==> config.mk <==
export PLATFORM = sky130hd
export DESIGN_NAME = pm_engine
export DESIGN_NICKNAME = d
export VERILOG_FILES = /design/src/rtl/pm_pkg.sv /design/src/rtl/pm_ctrl.sv /design/src/rtl/pm_slice.sv /design/src/rtl/pm_datapath.sv /design/src/rtl/pm_engine.sv
export SDC_FILE = /design/constraint.sdc
export NUM_CORES = 1
export LEC_CHECK = 0
export ABC_AREA = 1
export BUFFER_PORTS_ARGS = -buffer_cell sky130_fd_sc_hd__buf_2
export CORE_AREA = 2 2 102 104
export CTS_CLUSTER_DIAMETER = 40
export DETAILED_ROUTE_END_ITERATION = 10
export DIE_AREA = 0 0 104 106
export GPL_TIMING_DRIVEN = 0
export PLACE_DENSITY = 0.71
export SLEW_MARGIN = 0
export SYNTH_ARGS = -nofsm -noshare
export SYNTH_HDL_FRONTEND = slang
export SYNTH_SLANG_ARGS = --single-unit
==> constraint.sdc <==
create_clock -name clk -period 2.8 [get_ports clk]
set_clock_uncertainty 0.1 [all_clocks]
set_input_delay 0.14 -clock clk [delete_from_list [all_inputs] [get_ports clk]]
set_output_delay 0.14 -clock clk [all_outputs]
set_load 0.005 [all_outputs]
==> src/rtl/pm_pkg.sv <==
package pm_pkg;
  typedef enum logic [2:0] {
    CondOne    = 3'd0,
    CondRise   = 3'd1,
    CondFall   = 3'd2,
    CondEither = 3'd3,
    CondHigh   = 3'd4,
    CondLow    = 3'd5,
    CondZero   = 3'd6,
    CondEvent  = 3'd7
  } cond_e;

  localparam int COND_W = 3;

  localparam logic [1:0] ADDR_SRC  = 2'd0;
  localparam logic [1:0] ADDR_CFG  = 2'd1;
  localparam logic [1:0] ADDR_CTRL = 2'd2;

  // strobes from control to datapath
  typedef struct packed {
    logic stickyClr;
    logic patternOn;
    logic eventOn;
  } pmStrobe_t;
endpackage

==> src/rtl/pm_ctrl.sv <==
module pm_ctrl import pm_pkg::*; #(
  parameter int NUM_CH     = 8,
  parameter int NUM_SLICE  = 8,
  parameter int FIELD_BASE = 8,
  parameter int DATA_W     = 32,
  localparam int CH_W      = $clog2(NUM_CH)
) (
  input  logic                                 clk,
  input  logic                                 rstN,
  input  logic                                 wrEn,
  input  logic [1:0]                           wrAddr,
  input  logic [DATA_W-1:0]                    wrData,
  output logic [NUM_SLICE-1:0][CH_W-1:0]       srcSel,
  output logic [NUM_SLICE-1:0][COND_W-1:0]     condSel,
  output logic [NUM_SLICE-1:0]                 endMask,
  output pmStrobe_t                            strobe
);
  logic [NUM_SLICE-1:0][CH_W-1:0]   srcQ;
  logic [NUM_SLICE-1:0][COND_W-1:0] condQ;
  logic [NUM_SLICE-2:0]             endQ;
  logic [1:0]                       ctrlQ;
  logic                             unusedData;

  assign unusedData = ^wrData;

  always_ff @(posedge clk or negedge rstN) begin
    if (!rstN) begin
      srcQ  <= '0;
      condQ <= '0;
      endQ  <= '0;
      ctrlQ <= '0;
    end else if (wrEn) begin
      case (wrAddr)
        ADDR_SRC:
          for (int n = 0; n < NUM_SLICE; n++)
            srcQ[n] <= wrData[FIELD_BASE + CH_W*n +: CH_W];
        ADDR_CFG: begin
          for (int n = 0; n < NUM_SLICE; n++)
            condQ[n] <= wrData[FIELD_BASE + COND_W*n +: COND_W];
          endQ <= wrData[NUM_SLICE-2:0];
        end
        ADDR_CTRL: ctrlQ <= wrData[1:0];
        default: ;
      endcase
    end
  end

  assign srcSel  = srcQ;
  assign condSel = condQ;
  assign endMask = {1'b1, endQ};

  assign strobe.stickyClr = wrEn && (wrAddr == ADDR_CFG);
  assign strobe.patternOn = ctrlQ[0];
  assign strobe.eventOn   = ctrlQ[1];

  AST_CTRL_HOLD: assert property (@(posedge clk) disable iff (!rstN)
    !wrEn |=> $stable(ctrlQ) && $stable(srcQ) && $stable(condQ));
  AST_ADDR3_IGNORED: assert property (@(posedge clk) disable iff (!rstN)
    (wrEn && wrAddr == 2'd3) |=> $stable(ctrlQ) && $stable(endQ) && $stable(condQ));
endmodule

==> src/rtl/pm_slice.sv <==
module pm_slice import pm_pkg::*; #(
  parameter int NUM_CH = 8,
  localparam int CH_W  = $clog2(NUM_CH)
) (
  input  logic               clk,
  input  logic               rstN,
  input  logic [NUM_CH-1:0]  chanNow,
  input  logic [NUM_CH-1:0]  chanPrev,
  input  logic [CH_W-1:0]    srcSel,
  input  logic [COND_W-1:0]  condCode,
  input  logic               clearIn,
  output logic               hit
);
  cond_e cond;
  logic  inBit, prevBit, edgeNow, isEdgeCode, stickyQ;

  assign cond    = cond_e'(condCode);
  assign inBit   = chanNow[srcSel];
  assign prevBit = chanPrev[srcSel];

  always_comb begin
    edgeNow    = 1'b0;
    isEdgeCode = 1'b0;
    case (cond)
      CondRise:             begin edgeNow = inBit & ~prevBit; isEdgeCode = 1'b1; end
      CondFall:             begin edgeNow = ~inBit & prevBit; isEdgeCode = 1'b1; end
      CondEither, CondEvent: begin edgeNow = inBit ^ prevBit; isEdgeCode = 1'b1; end
      default: ;
    endcase
  end

  always_comb begin
    case (cond)
      CondOne:  hit = 1'b1;
      CondHigh: hit = inBit;
      CondLow:  hit = ~inBit;
      CondZero: hit = 1'b0;
      default:  hit = stickyQ | edgeNow;
    endcase
  end

  always_ff @(posedge clk or negedge rstN) begin
    if (!rstN)                       stickyQ <= 1'b0;
    else if (clearIn || !isEdgeCode) stickyQ <= 1'b0;
    else                             stickyQ <= stickyQ | edgeNow;
  end

  AST_CONST_ONE: assert property (@(posedge clk) disable iff (!rstN)
    (cond == CondOne) |-> hit);
  AST_CONST_ZERO: assert property (@(posedge clk) disable iff (!rstN)
    (cond == CondZero) |-> !hit);
  AST_LEVEL_FOLLOWS: assert property (@(posedge clk) disable iff (!rstN)
    (cond == CondHigh) |-> (hit == chanNow[srcSel]));
  AST_STICKY_CLEAR: assert property (@(posedge clk) disable iff (!rstN)
    clearIn |=> !stickyQ);
endmodule

==> src/rtl/pm_datapath.sv <==
module pm_datapath import pm_pkg::*; #(
  parameter int NUM_CH    = 8,
  parameter int NUM_SLICE = 8,
  localparam int CH_W     = $clog2(NUM_CH)
) (
  input  logic                             clk,
  input  logic                             rstN,
  input  logic [NUM_CH-1:0]                chanIn,
  input  logic [NUM_SLICE-1:0][CH_W-1:0]   srcSel,
  input  logic [NUM_SLICE-1:0][COND_W-1:0] condSel,
  input  logic [NUM_SLICE-1:0]             endMask,
  input  pmStrobe_t                        strobe,
  output logic [NUM_SLICE-1:0]             termMatch,
  output logic                             matchOut,
  output logic                             eventPulse
);
  logic [NUM_CH-1:0]    chanPrevQ;
  logic                 matchPrevQ;
  logic [NUM_SLICE-1:0] sliceHit;
  logic [NUM_SLICE-1:0] ownMatch;

  always_ff @(posedge clk or negedge rstN) begin
    if (!rstN) begin
      chanPrevQ  <= '0;
      matchPrevQ <= 1'b0;
    end else begin
      chanPrevQ  <= chanIn;
      matchPrevQ <= matchOut;
    end
  end

  for (genvar n = 0; n < NUM_SLICE; n++) begin : gSlice
    pm_slice #(.NUM_CH(NUM_CH)) slice_i (
      .clk      (clk),
      .rstN     (rstN),
      .chanNow  (chanIn),
      .chanPrev (chanPrevQ),
      .srcSel   (srcSel[n]),
      .condCode (condSel[n]),
      .clearIn  (strobe.stickyClr | ownMatch[n]),
      .hit      (sliceHit[n])
    );
  end

  // product terms: running AND restarted after each end point
  always_comb begin
    logic acc;
    acc = 1'b1;
    for (int n = 0; n < NUM_SLICE; n++) begin
      acc          = acc & sliceHit[n];
      termMatch[n] = endMask[n] & acc;
      if (endMask[n]) acc = 1'b1;
    end
  end

  // each slice sees the match of the term it belongs to
  always_comb begin
    logic own;
    own = 1'b0;
    for (int n = NUM_SLICE-1; n >= 0; n--) begin
      if (endMask[n]) own = termMatch[n];
      ownMatch[n] = own;
    end
  end

  assign matchOut   = |termMatch;
  assign eventPulse = matchOut & ~matchPrevQ & strobe.patternOn & strobe.eventOn;

  AST_TERM_AT_END: assert property (@(posedge clk) disable iff (!rstN)
    (termMatch & ~endMask) == '0);
  AST_EVT_ONE_CYCLE: assert property (@(posedge clk) disable iff (!rstN)
    eventPulse |=> !eventPulse);
  AST_EVT_GATED: assert property (@(posedge clk) disable iff (!rstN)
    eventPulse |-> (strobe.patternOn && strobe.eventOn && matchOut));
endmodule

==> src/rtl/pm_engine.sv <==
module pm_engine import pm_pkg::*; #(
  parameter int NUM_CH     = 8,
  parameter int NUM_SLICE  = 8,
  parameter int FIELD_BASE = 8,
  parameter int DATA_W     = 32,
  localparam int CH_W      = $clog2(NUM_CH)
) (
  input  logic                 clk,
  input  logic                 rstN,
  input  logic [NUM_CH-1:0]    chanIn,
  input  logic                 wrEn,
  input  logic [1:0]           wrAddr,
  input  logic [DATA_W-1:0]    wrData,
  output logic                 patternSel,
  output logic                 matchOut,
  output logic [NUM_SLICE-1:0] termStatus,
  output logic                 eventPulse
);
  logic [NUM_SLICE-1:0][CH_W-1:0]   srcSel;
  logic [NUM_SLICE-1:0][COND_W-1:0] condSel;
  logic [NUM_SLICE-1:0]             endMask;
  pmStrobe_t                        strobe;

  pm_ctrl #(
    .NUM_CH(NUM_CH), .NUM_SLICE(NUM_SLICE),
    .FIELD_BASE(FIELD_BASE), .DATA_W(DATA_W)
  ) ctrl_i (
    .clk(clk), .rstN(rstN), .wrEn(wrEn), .wrAddr(wrAddr), .wrData(wrData),
    .srcSel(srcSel), .condSel(condSel), .endMask(endMask), .strobe(strobe)
  );

  pm_datapath #(.NUM_CH(NUM_CH), .NUM_SLICE(NUM_SLICE)) dp_i (
    .clk(clk), .rstN(rstN), .chanIn(chanIn),
    .srcSel(srcSel), .condSel(condSel), .endMask(endMask), .strobe(strobe),
    .termMatch(termStatus), .matchOut(matchOut), .eventPulse(eventPulse)
  );

  assign patternSel = strobe.patternOn;
endmodule

==> run metrics <==
status complete, but fails checks; failing checks setup timing; Die X 104 um; syn nets 766; share of the synthesized area in the top cell type 38.2%; Syn-to-layout area delta 34.7%; share of layout cells above drive strength 1 24.3%; CTS Sinks 74; synth unique cells 36; DRC Markers 0; Seq/Total Area, Yosys 38.2%; Synth area leader dfrtp_1; unrepaired setup endpoints after global routing yes; signal arrival time at the worst endpoint 3.41 ns; clock slew at reported path FFs 0.09 ns; Yosys reg bits 74; post-route minimum period 3.65 ns; first-pass GRT wire length 24.2 mm; Top FF cell, synth dfrtp_1; crit share post-route 130%; Bufs and invs on worst path 5; H-tree depth 3; Slew @ Worst Pin 0.701 ns; CTS Root Cell clkbuf_8; # diodes 0; Port Buffer Count 54; DR vias/cell 5.43; Slowest cell on crit path dfrtp_1; Yosys warning count 0; num rows 37; Core Area 10000 um^2; largest net degree at the start of global routing 39; setup violators final 18; DR WL/cell 15.5 um; count leader, synth nand2_1; dpl ws -0.884 ns; synth cell count leaders nand2_1 (143), o21ai_0 (127), inv_1 (114), dfrtp_1 (74), nor2_1 (59); GPL Wtd Cong 0.909; worst vdd ir 0.000333 V; Post-Syn Area 4850 um^2; Synth area leaders dfrtp_1 (38%), o21ai_0 (13%), nand2_1 (11%), inv_1 (8.8%), a21oi_1 (5.3%); power per cell area 667 nW/um^2; Iter 0 DRT Violations 348; Final ANT Viol Nets 0; starting density of the core 48.5%; initial antenna violation count 0; Hold Path Class in2reg; I/O pin count 56; CP Capture Type output pin; CP max FO 5; CP top delay family simple AND/OR/NAND/NOR gates; vias in the first global route 5209; CTS tree built; EDFF count, synth 0; clock buffer count from CTS 9; total track usage 27.4%; Avg Cell Area, Syn 6.88 um^2; final hold violations 0; final slew viol count 0; Leakage 0.00324 uW; clk_lat worst skew 0.36 ns; Overflow after GRT 0; setup tns final -9.16 ns; crit-path max cell delay 0.44 ns; Final Worst Setup Slack -0.850 ns; Placed Cells 896; drt first pass iters 5; crit path kind reg2out; Mapped Cells 705; CP dominant cell by count nand2_2; routed via count 5363; Die Area 11000 um^2; final WL 15.3 mm; hpwl dp 9.97 mm; CTS max path bufs 2; fmax 0.274 GHz; nets 909; Post-Layout Cell Count 988; final core occ 65.3%; Worst slew margin 53.3%; MaxCap Viol Count 0; die height 106 um; worst path required time 2.56 ns; Post-synth ARST share 100%; startpoint type of the worst setup path flop
-- cells by family (layout without fill, tap and decap cells) --
logic type | Yosys count | after routing | synth area share, %
AND/OR/NAND/NOR | 266 | 266 | 23.2
AO/OA/AOI/OAI | 204 | 204 | 22.6
buffers and inverters | 143 | 290 | 11.5
flip-flops | 74 | 74 | 38.2
adder cells (fa/ha/maj) | 16 | 16 | 4.13
multiplexers | 2 | 2 | 0.439
-- per-stage QoR --
step	hold slack, ns	cell area, um^2	power [uW]
2_1_floorplan	-0.256	4870	2360
3_3_place_gp	0.169	5310	2700
3_5_place_dp	0.0463	5330	2770
4_1_cts	0.0323	6300	4070
5_1_grt	0.0650	6530	4650
6_report	0.0614	6530	4360
-- sequential cells by signal (all words and copies together) (netlist names) --
name and flops:
dp_i.matchPrevQ 1, ctrl_i.condSel 24, dp_i.chanPrevQ 8, dp_i.gSlice.slice_i.stickyQ 8, ctrl_i.endQ 7, ctrl_i.ctrlQ 2, ctrl_i.srcSel 24
-- area by class of cell --
type | count | area, um^2
Inverter | 121 | 459
Multi-Input combinational cell | 488 | 2700
Buffer | 20 | 103
Fill cell | 833 | 3470
Sequential cell | 74 | 1860
Timing Repair Buffer | 134 | 1020
Clock buffer | 9 | 124
Tap cell | 136 | 170
Clock inverter | 6 | 92.6
-- metal layers --
metal	track usage (%)	up-vias	wire (um)
met5	0	-	0
met4	12.2	0	475
met3	3.86	34	896
met2	46.9	205	7510
met1	34.7	2545	6440
li1	-	2579	-
-- where the power goes --
| part | internal (uW) | switching, uW | leakage (uW) |
|---|---|---|---|
| Combinational | 891 | 1130 | 0.00224 |
| Clock | 500 | 451 | 0.000102 |
| Sequential | 1230 | 156 | 0.000895 |
-- path summary, 6_finish.rpt --
check / from / endpoint / slack (ns) / cells after the start
min reg2reg: ctrl_i.condSel[8] / ctrl_i.condSel[8] / 0.38 / 2
min: wrEn / ctrl_i.ctrlQ[0] / 0.06 / 3
min in group asynchronous: rstN / ctrl_i.condSel[10] / 0.20 / 2
max in group asynchronous: rstN / dp_i.chanPrevQ[2] / 1.81 / 3
max reg2reg: ctrl_i.srcSel[3] / dp_i.gSlice[1].slice_i.stickyQ / -0.82 / 27
max: ctrl_i.srcSel[0] / matchOut / -0.85 / 25
-- worst reg2reg max path: stages (launching register included) --
cell     delay, ns
dfrtp_1       0.41
buf_6         0.14
buf_4         0.13
nand2_1       0.05
nand3_1       0.09
nand3_2       0.11
nand2_2       0.09
inv_1         0.13
ha_4          0.17
nor2_4        0.04
o21ai_2       0.14
nand3_2       0.11
buf_6         0.14
buf_4         0.12
buf_4         0.12
buf_4         0.12
buf_4         0.12
buf_4         0.12
buf_4         0.13
buf_4         0.12
buf_4         0.12
buf_4         0.12
buf_4         0.12
buf_4         0.12
buf_4         0.13
nand2_2       0.05
nand3_1       0.07
nor2_1        0.12
-- layout by cell type (no fill, tap or decap), types with 2 or more instances in the layout --
| master | synthesis | final |
|---|---|---|
| ha_1 | 16 | 12 |
| nand2_2 | 6 | 23 |
| a21oi_2 | 3 | 7 |
| or2_2 | 4 | 4 |
| buf_2 | 3 | 56 |
| clkbuf_1 | 15 | 12 |
| nor2_2 | 2 | 4 |
| nand4_1 | 5 | 5 |
| nand3_2 | 2 | 12 |
| o21ai_2 | 4 | 9 |
| o21ai_1 | 5 | 22 |
| nor2_1 | 59 | 56 |
| o2111ai_1 | 3 | 3 |
| buf_6 | 1 | 12 |
| ha_4 | 0 | 4 |
| dfrtp_1 | 74 | 70 |
| clkinv_4 | 0 | 2 |
| nor3_1 | 4 | 2 |
| dlygate4sd3_1 | 0 | 40 |
| nand3b_1 | 3 | 3 |
| inv_1 | 114 | 108 |
| clkinvlp_4 | 0 | 2 |
| o21ai_0 | 127 | 104 |
| o211ai_1 | 6 | 6 |
| clkinv_2 | 0 | 2 |
| clkbuf_8 | 0 | 9 |
| bufinv_16 | 0 | 2 |
| buf_4 | 2 | 31 |
| inv_2 | 4 | 9 |
| nor3_2 | 0 | 2 |
| dfrtp_2 | 0 | 4 |
| a21oi_1 | 51 | 46 |
| nand3_1 | 35 | 25 |
| nand2_1 | 143 | 125 |
| o21ai_4 | 1 | 2 |
-- what timing repair did --
action	CTS	global route
hold buffers	40	0
endpoints found under the hold margin	101	0
setup endpoints to repair	18	19
resized for setup	39	57
pin swaps	26	21
cloned	2	0
setup buffers	31	6
Power figures use the tool's default switching activity.
